[src/rtl/tmr_pkg.sv]
package tmr_pkg;
  typedef enum logic [1:0] {
    SRC_OFF   = 2'b00,
    SRC_SYS   = 2'b01,
    SRC_FIXED = 2'b10,
    SRC_EXT   = 2'b11
  } src_sel_e;
endpackage

[src/rtl/tmr_src_sel.sv]
module tmr_src_sel #(
  parameter int unsigned SYNC_STAGES = 2
) (
  input  logic       clk_i,
  input  logic       rst_ni,
  input  logic       fixed_en_i,
  input  logic       ext_clk_i,
  input  logic [1:0] clk_sel_i,
  output logic       src_en_o
);
  import tmr_pkg::*;

  logic [SYNC_STAGES-1:0] sync_q;
  logic                   ext_prev_q;
  logic                   ext_rise;

  generate
    for (genvar i = 0; i < SYNC_STAGES; i++) begin : g_sync
      always_ff @(posedge clk_i or negedge rst_ni) begin
        if (!rst_ni) sync_q[i] <= 1'b0;
        else if (i == 0) sync_q[i] <= ext_clk_i;
        else sync_q[i] <= sync_q[(i == 0) ? 0 : i-1];
      end
    end
  endgenerate

  always_ff @(posedge clk_i or negedge rst_ni) begin
    if (!rst_ni) ext_prev_q <= 1'b0;
    else ext_prev_q <= sync_q[SYNC_STAGES-1];
  end

  assign ext_rise = sync_q[SYNC_STAGES-1] & ~ext_prev_q;

  always_comb begin
    unique case (src_sel_e'(clk_sel_i))
      SRC_SYS:   src_en_o = 1'b1;
      SRC_FIXED: src_en_o = fixed_en_i;
      SRC_EXT:   src_en_o = ext_rise;
      default:   src_en_o = 1'b0;
    endcase
  end
endmodule

[src/rtl/tmr_prescaler.sv]
module tmr_prescaler #(
  parameter int unsigned PS_W = 3
) (
  input  logic            clk_i,
  input  logic            rst_ni,
  input  logic            src_en_i,
  input  logic [PS_W-1:0] presc_i,
  output logic            tick_o
);
  localparam int unsigned PRE_W = (1 << PS_W) - 1;

  logic [PRE_W-1:0] pcnt_q;
  logic [PRE_W:0]   lim_full;
  logic [PRE_W-1:0] lim;
  logic             wrap;

  assign lim_full = ({{PRE_W{1'b0}}, 1'b1} << presc_i) - 1'b1;
  assign lim      = lim_full[PRE_W-1:0];
  // >= so a shrinking ratio never strands the counter above its limit
  assign wrap     = (pcnt_q >= lim);
  assign tick_o   = src_en_i & wrap;

  always_ff @(posedge clk_i or negedge rst_ni) begin
    if (!rst_ni) pcnt_q <= '0;
    else if (src_en_i) pcnt_q <= wrap ? '0 : pcnt_q + 1'b1;
  end
endmodule

[src/rtl/tmr_counter.sv]
module tmr_counter #(
  parameter int unsigned CNT_W = 16
) (
  input  logic             clk_i,
  input  logic             rst_ni,
  input  logic             tick_i,
  input  logic [CNT_W-1:0] start_i,
  input  logic [CNT_W-1:0] modulus_i,
  input  logic             updown_i,
  input  logic             restart_i,
  output logic [CNT_W-1:0] count_o,
  output logic             dir_down_o,
  output logic             tick_o,
  output logic             event_o
);
  logic [CNT_W-1:0] cnt_q;
  logic             down_q, pend_q, tick_q, evt_q;
  logic             do_restart, at_top, at_bot;

  assign do_restart = restart_i | pend_q;
  assign at_top     = (cnt_q >= modulus_i);
  assign at_bot     = (cnt_q <= start_i);

  always_ff @(posedge clk_i or negedge rst_ni) begin
    if (!rst_ni) begin
      cnt_q  <= '0;
      down_q <= 1'b0;
      pend_q <= 1'b0;
      tick_q <= 1'b0;
      evt_q  <= 1'b0;
    end else begin
      tick_q <= tick_i;
      evt_q  <= 1'b0;
      if (tick_i) pend_q <= 1'b0;
      else if (restart_i) pend_q <= 1'b1;
      if (tick_i) begin
        if (do_restart) begin
          cnt_q  <= start_i;
          down_q <= 1'b0;
        end else if (!updown_i) begin
          down_q <= 1'b0;
          if (at_top) begin
            cnt_q <= start_i;
            evt_q <= 1'b1;
          end else begin
            cnt_q <= cnt_q + 1'b1;
          end
        end else if (!down_q) begin
          if (at_top) begin
            cnt_q  <= cnt_q - 1'b1;
            down_q <= 1'b1;
            evt_q  <= 1'b1;
          end else begin
            cnt_q <= cnt_q + 1'b1;
          end
        end else begin
          if (at_bot) begin
            cnt_q  <= cnt_q + 1'b1;
            down_q <= 1'b0;
            evt_q  <= 1'b1;
          end else begin
            cnt_q <= cnt_q - 1'b1;
          end
        end
      end
    end
  end

  assign count_o    = cnt_q;
  assign dir_down_o = down_q;
  assign tick_o     = tick_q;
  assign event_o    = evt_q;
endmodule

[src/rtl/tmr_timebase.sv]
module tmr_timebase #(
  parameter int unsigned CNT_W       = 16,
  parameter int unsigned PS_W        = 3,
  parameter int unsigned SYNC_STAGES = 2
) (
  input  logic             clk_i,
  input  logic             rst_ni,
  input  logic             fixed_en_i,
  input  logic             ext_clk_i,
  input  logic [1:0]       clk_sel_i,
  input  logic [PS_W-1:0]  presc_i,
  input  logic [CNT_W-1:0] start_i,
  input  logic [CNT_W-1:0] modulus_i,
  input  logic             updown_i,
  input  logic             restart_i,
  output logic [CNT_W-1:0] count_o,
  output logic             dir_down_o,
  output logic             tick_o,
  output logic             event_o
);
  logic src_en, cnt_tick;

  tmr_src_sel #(.SYNC_STAGES(SYNC_STAGES)) u_src (
    .clk_i      (clk_i),
    .rst_ni     (rst_ni),
    .fixed_en_i (fixed_en_i),
    .ext_clk_i  (ext_clk_i),
    .clk_sel_i  (clk_sel_i),
    .src_en_o   (src_en)
  );

  tmr_prescaler #(.PS_W(PS_W)) u_pre (
    .clk_i    (clk_i),
    .rst_ni   (rst_ni),
    .src_en_i (src_en),
    .presc_i  (presc_i),
    .tick_o   (cnt_tick)
  );

  tmr_counter #(.CNT_W(CNT_W)) u_cnt (
    .clk_i      (clk_i),
    .rst_ni     (rst_ni),
    .tick_i     (cnt_tick),
    .start_i    (start_i),
    .modulus_i  (modulus_i),
    .updown_i   (updown_i),
    .restart_i  (restart_i),
    .count_o    (count_o),
    .dir_down_o (dir_down_o),
    .tick_o     (tick_o),
    .event_o    (event_o)
  );
endmodule

[config.mk]
export PLATFORM = sky130hd
export DESIGN_NAME = tmr_timebase
export DESIGN_NICKNAME = d
export VERILOG_FILES = /design/src/rtl/tmr_pkg.sv /design/src/rtl/tmr_src_sel.sv /design/src/rtl/tmr_prescaler.sv /design/src/rtl/tmr_counter.sv /design/src/rtl/tmr_timebase.sv
export SDC_FILE = /design/constraint.sdc
export NUM_CORES = 1
export LEC_CHECK = 0
export ABC_AREA = 1
export CORE_MARGIN = 2
export CORE_UTILIZATION = 65
export DETAILED_ROUTE_END_ITERATION = 10
export DONT_BUFFER_PORTS = 1
export GPL_TIMING_DRIVEN = 0
export PLACE_DENSITY = 0.77
export REMOVE_ABC_BUFFERS = 1
export SKIP_CTS_REPAIR_TIMING = 1
export SLEW_MARGIN = 0
export SYNTH_ARGS = -nofsm -noshare
export SYNTH_HDL_FRONTEND = slang
export SYNTH_HIERARCHICAL = 1
export SYNTH_SLANG_ARGS = --single-unit
export TNS_END_PERCENT = 5
[constraint.sdc]
create_clock -name clk_i -period 2.6 [get_ports clk_i]
set_input_delay 0.13 -clock clk_i [delete_from_list [all_inputs] [get_ports clk_i]]
set_output_delay 0.13 -clock clk_i [all_outputs]
set_load 0.02 [all_outputs]
==> run_results.csv <==
group,metric,value,unit
placement,gp_congestion,0.925,
clocking,clock_path_buffers,2,
finish,diodes,0,
logic_synthesis,synth_edf_count,0,
sta,worstMarginPinSlew,0.690,ns
run_status,status,"complete, no violations",
worst_setup_path,path_class,"reg2reg",
drt,drc,0,
worst_setup_path,critPathTopFamily,"simple AND/OR/NAND/NOR gates",
pwr,p_per_area,1040,nW/um^2
sta,postLayoutSetupSlackWorst,0.113,ns
logic_synthesis,synth_cells,518,
pwr,combPwrFrac,58.3,%
global_route,antenna_found_initial,0,
pwr,fin_total_pwr,0.00391,W
global_route,grt_pass1_vias,3164,
pwr,p_leak,1.90,nW
drt,drtIter0Drc,308,
logic_synthesis,synthTopCellsByCount,"nand2_1 (145), inv_1 (77), a21oi_1 (42), ha_1 (42), nand3_1 (36)",
drt,ant_nets,0,
worst_setup_path,critPathLaunchType,"flip-flop",
logic_synthesis,synth_seq_cells,30,
finish,drive_above_1_share,11.7,%
worst_setup_path,cp_num_buf_inv,2,
pwr,power_switching,0.00219,W
floorplanning,ioPinCount,62,
floorplanning,row_count,26,
sta,fin_crit_sh,95.6,%
worst_setup_path,crit_path_cell_trace,"clkinvlp_4 > ha_1 > nand2_1 > nand3_1 > nand2_1 > nand2_1 > nand2_1 > nand2_1 > nand2_2 > nand2_4 > nand2_2 > inv_1 > nand2_1 > nand3_1 > nand2_1 > nand2_1 > nand2_1",
global_route,overflow,0,
sta,finalSetupViolations,0,
worst_setup_path,cp_common_cell,"nand2_1",
worst_setup_path,worst_setup_path_end_kind,"flip-flop",
floorplanning,die_h,77.8,microns
floorplanning,dieArea,6060,sq um
pwr,swShare,55.9,%
job,cap_viol_max_count,0,
worst_setup_path,critPathMaxStageDelay,0.53,ns
floorplanning,die_w,77.8,microns
clocking,clkTransAtPathRegs,0.07,ns
logic_synthesis,synth_area_leaders,"dfrtp_1 (21%), nand2_1 (15%), ha_1 (15%)",
drt,dr_total_vias,3358,
drt,routedWlPerCell,14.7,microns
pwr,p_int,0.00173,W
finish,areaGrowthSynthToFinish,5.65,%
placement,io_buffer_count,0,
global_route,grt_pass1_wl,14.5,mm
worst_setup_path,arrival,2.66,ns
pwr,p_seq_share,31.3,%
sta,rsz0062_at_grt,"true",
placement,hpwl,6.35,mm
drt,first_pass_iters,4,
sta,slew_viol_final,0,
floorplanning,initial_core_util,68.5,%
hold_path,hp-class,"in2reg",
logic_synthesis,synth_top_cell_area_share,21.2,%
logic_synthesis,synthMostInstantiatedCell,"nand2_1",
sta,final-hold-violation-count,0,
global_route,grt_use_total,29.9,%
clocking,clock-root-buffer,"clkbuf_8",
logic_synthesis,yosysSeqAreaShare,21.2,%
finish,fin_util,72.4,%
logic_synthesis,avgSynthCellArea,6.84,sq um
pwr,peakVddDrop,0.727,mV
pwr,clkPwrFrac,10.3,%
clocking,cts-buffers-inserted,5,
logic_synthesis,synthArstFlopShare,100,%
clocking,htree_levels,2,
sta,fmax,0.402,GHz
drt,via_per_inst,5.66,
worst_setup_path,critPathRequiredTime,2.77,ns
logic_synthesis,yosysWarningCount,6,
logic_synthesis,syn_area,3540,sq um
clocking,clk_latency,0.29,ns
clocking,clkSinkCount,30,
floorplanning,core_area,5170,sq um
drt,wl,8.73,mm
sta,fin_skew,0.0128,ns
sta,period_needed,2.49,ns
global_route,grt_max_degree,31,
worst_setup_path,critPathMaxFanout,7,
logic_synthesis,synth_ff_type,"dfrtp_1",
clocking,cts_tree,"built",
logic_synthesis,synth_top_cell_by_area,"dfrtp_1",
finish,nets,607,
sta,maxSlewHeadroom,54.0,%
worst_setup_path,crit_slowest_cell,"dfrtp_2",
logic_synthesis,yosysUniqueCellTypes,40,
placement,post-place-ws,-0.627,ns
cell type report:
class / count / area, sq um
timing repair inverter: 1 / 7.51
timing repair buffer: 7 / 70.1
clock inverter: 2 / 12.5
clock buffer: 6 / 82.6
multi-input combinational: 396 / 2400
sequential: 30 / 758
inverter: 81 / 329
tap: 70 / 87.6
fill: 446 / 1430
cells in the final DEF, fill, tap and decap left out, types with 5 or more instances in the layout:
cell type and count:
nand2_1 142, inv_1 75, a21oi_1 42, ha_1 42
nand3_1 36, nor2_1 24, dfrtp_1 24, xor2_1 22
o21ai_0 19, nand4_1 9, nor2_2 8, clkbuf_8 6
nor3_1 6, nand2_2 6, dfrtp_2 6, clkinvlp_4 5
stage by stage:
step	instances	cell area [sq um]	setup TNS [ns]	hold slack, ns
floorplan	507	3440	0	-0.166
global placement	577	3530	-5.21	-0.165
detailed placement	577	3530	-5.92	-0.165
CTS	585	3620	-6.38	-0.481
global route	593	3740	-0.0535	0.0735
finish	593	3740	0	0.0508
path summary, 6_finish.rpt:
check,cells after the start,slack (ns),start,to
min in group asynchronous,2,0.29,rst_ni,u_cnt/count_o[11]
worst min-delay path,2,0.05,updown_i,u_cnt/event_o
worst min register to register,0,0.35,u_src/sync_q[0],u_src/sync_q[1]
max in group asynchronous,2,2.11,rst_ni,u_cnt/count_o[13]
worst max-delay path,17,0.11,u_cnt/count_o[0],u_cnt/count_o[5]
worst max register to register,17,0.11,u_cnt/count_o[0],u_cnt/count_o[5]
routing by layer:
metal  vias to the layer above  part of all wire [%]  wire length (microns)  GRT usage [%]
li1                       1688                     -                      -              -
met1                      1527                    44                   3870           38.4
met2                       125                    46                   4000           49.4
met3                        18                   7.8                    678           5.93
met4                         0                   2.1                    180           11.8
met5                         -                     0                      0              0
registers in the layout, indices dropped and copies added, names as in the netlist:
name / flops
u_cnt/count_o: 16
u_pre/pcnt_q: 7
u_src/sync_q: 2
u_cnt/dir_down_o: 1
u_cnt/event_o: 1
u_cnt/pend_q: 1
u_cnt/tick_o: 1
u_src/ext_prev_q: 1
cell families (layout without fill, tap and decap cells):
logic type / after synthesis / after routing / share of synthesized area (%)
AO/OA/AOI/OAI: 76 / 76 / 11.9
buffers and inverters: 92 / 97 / 11.9
AND/OR/NAND/NOR: 254 / 254 / 34.3
XOR/XNOR: 24 / 24 / 5.93
flip-flops: 30 / 30 / 21.2
adder cells (fa/ha/maj): 42 / 42 / 14.8
power groups by stage:
stage / clock [W] / sequential [W] / combinational, W
floorplan: 0 / 0.00109 / 0.00172
global placement: 0 / 0.00120 / 0.00204
detailed placement: 0 / 0.00121 / 0.00212
CTS: 0.000416 / 0.00120 / 0.00214
global route: 0.000434 / 0.00127 / 0.00260
finish: 0.000405 / 0.00122 / 0.00228
Power figures use the tool's default switching activity.
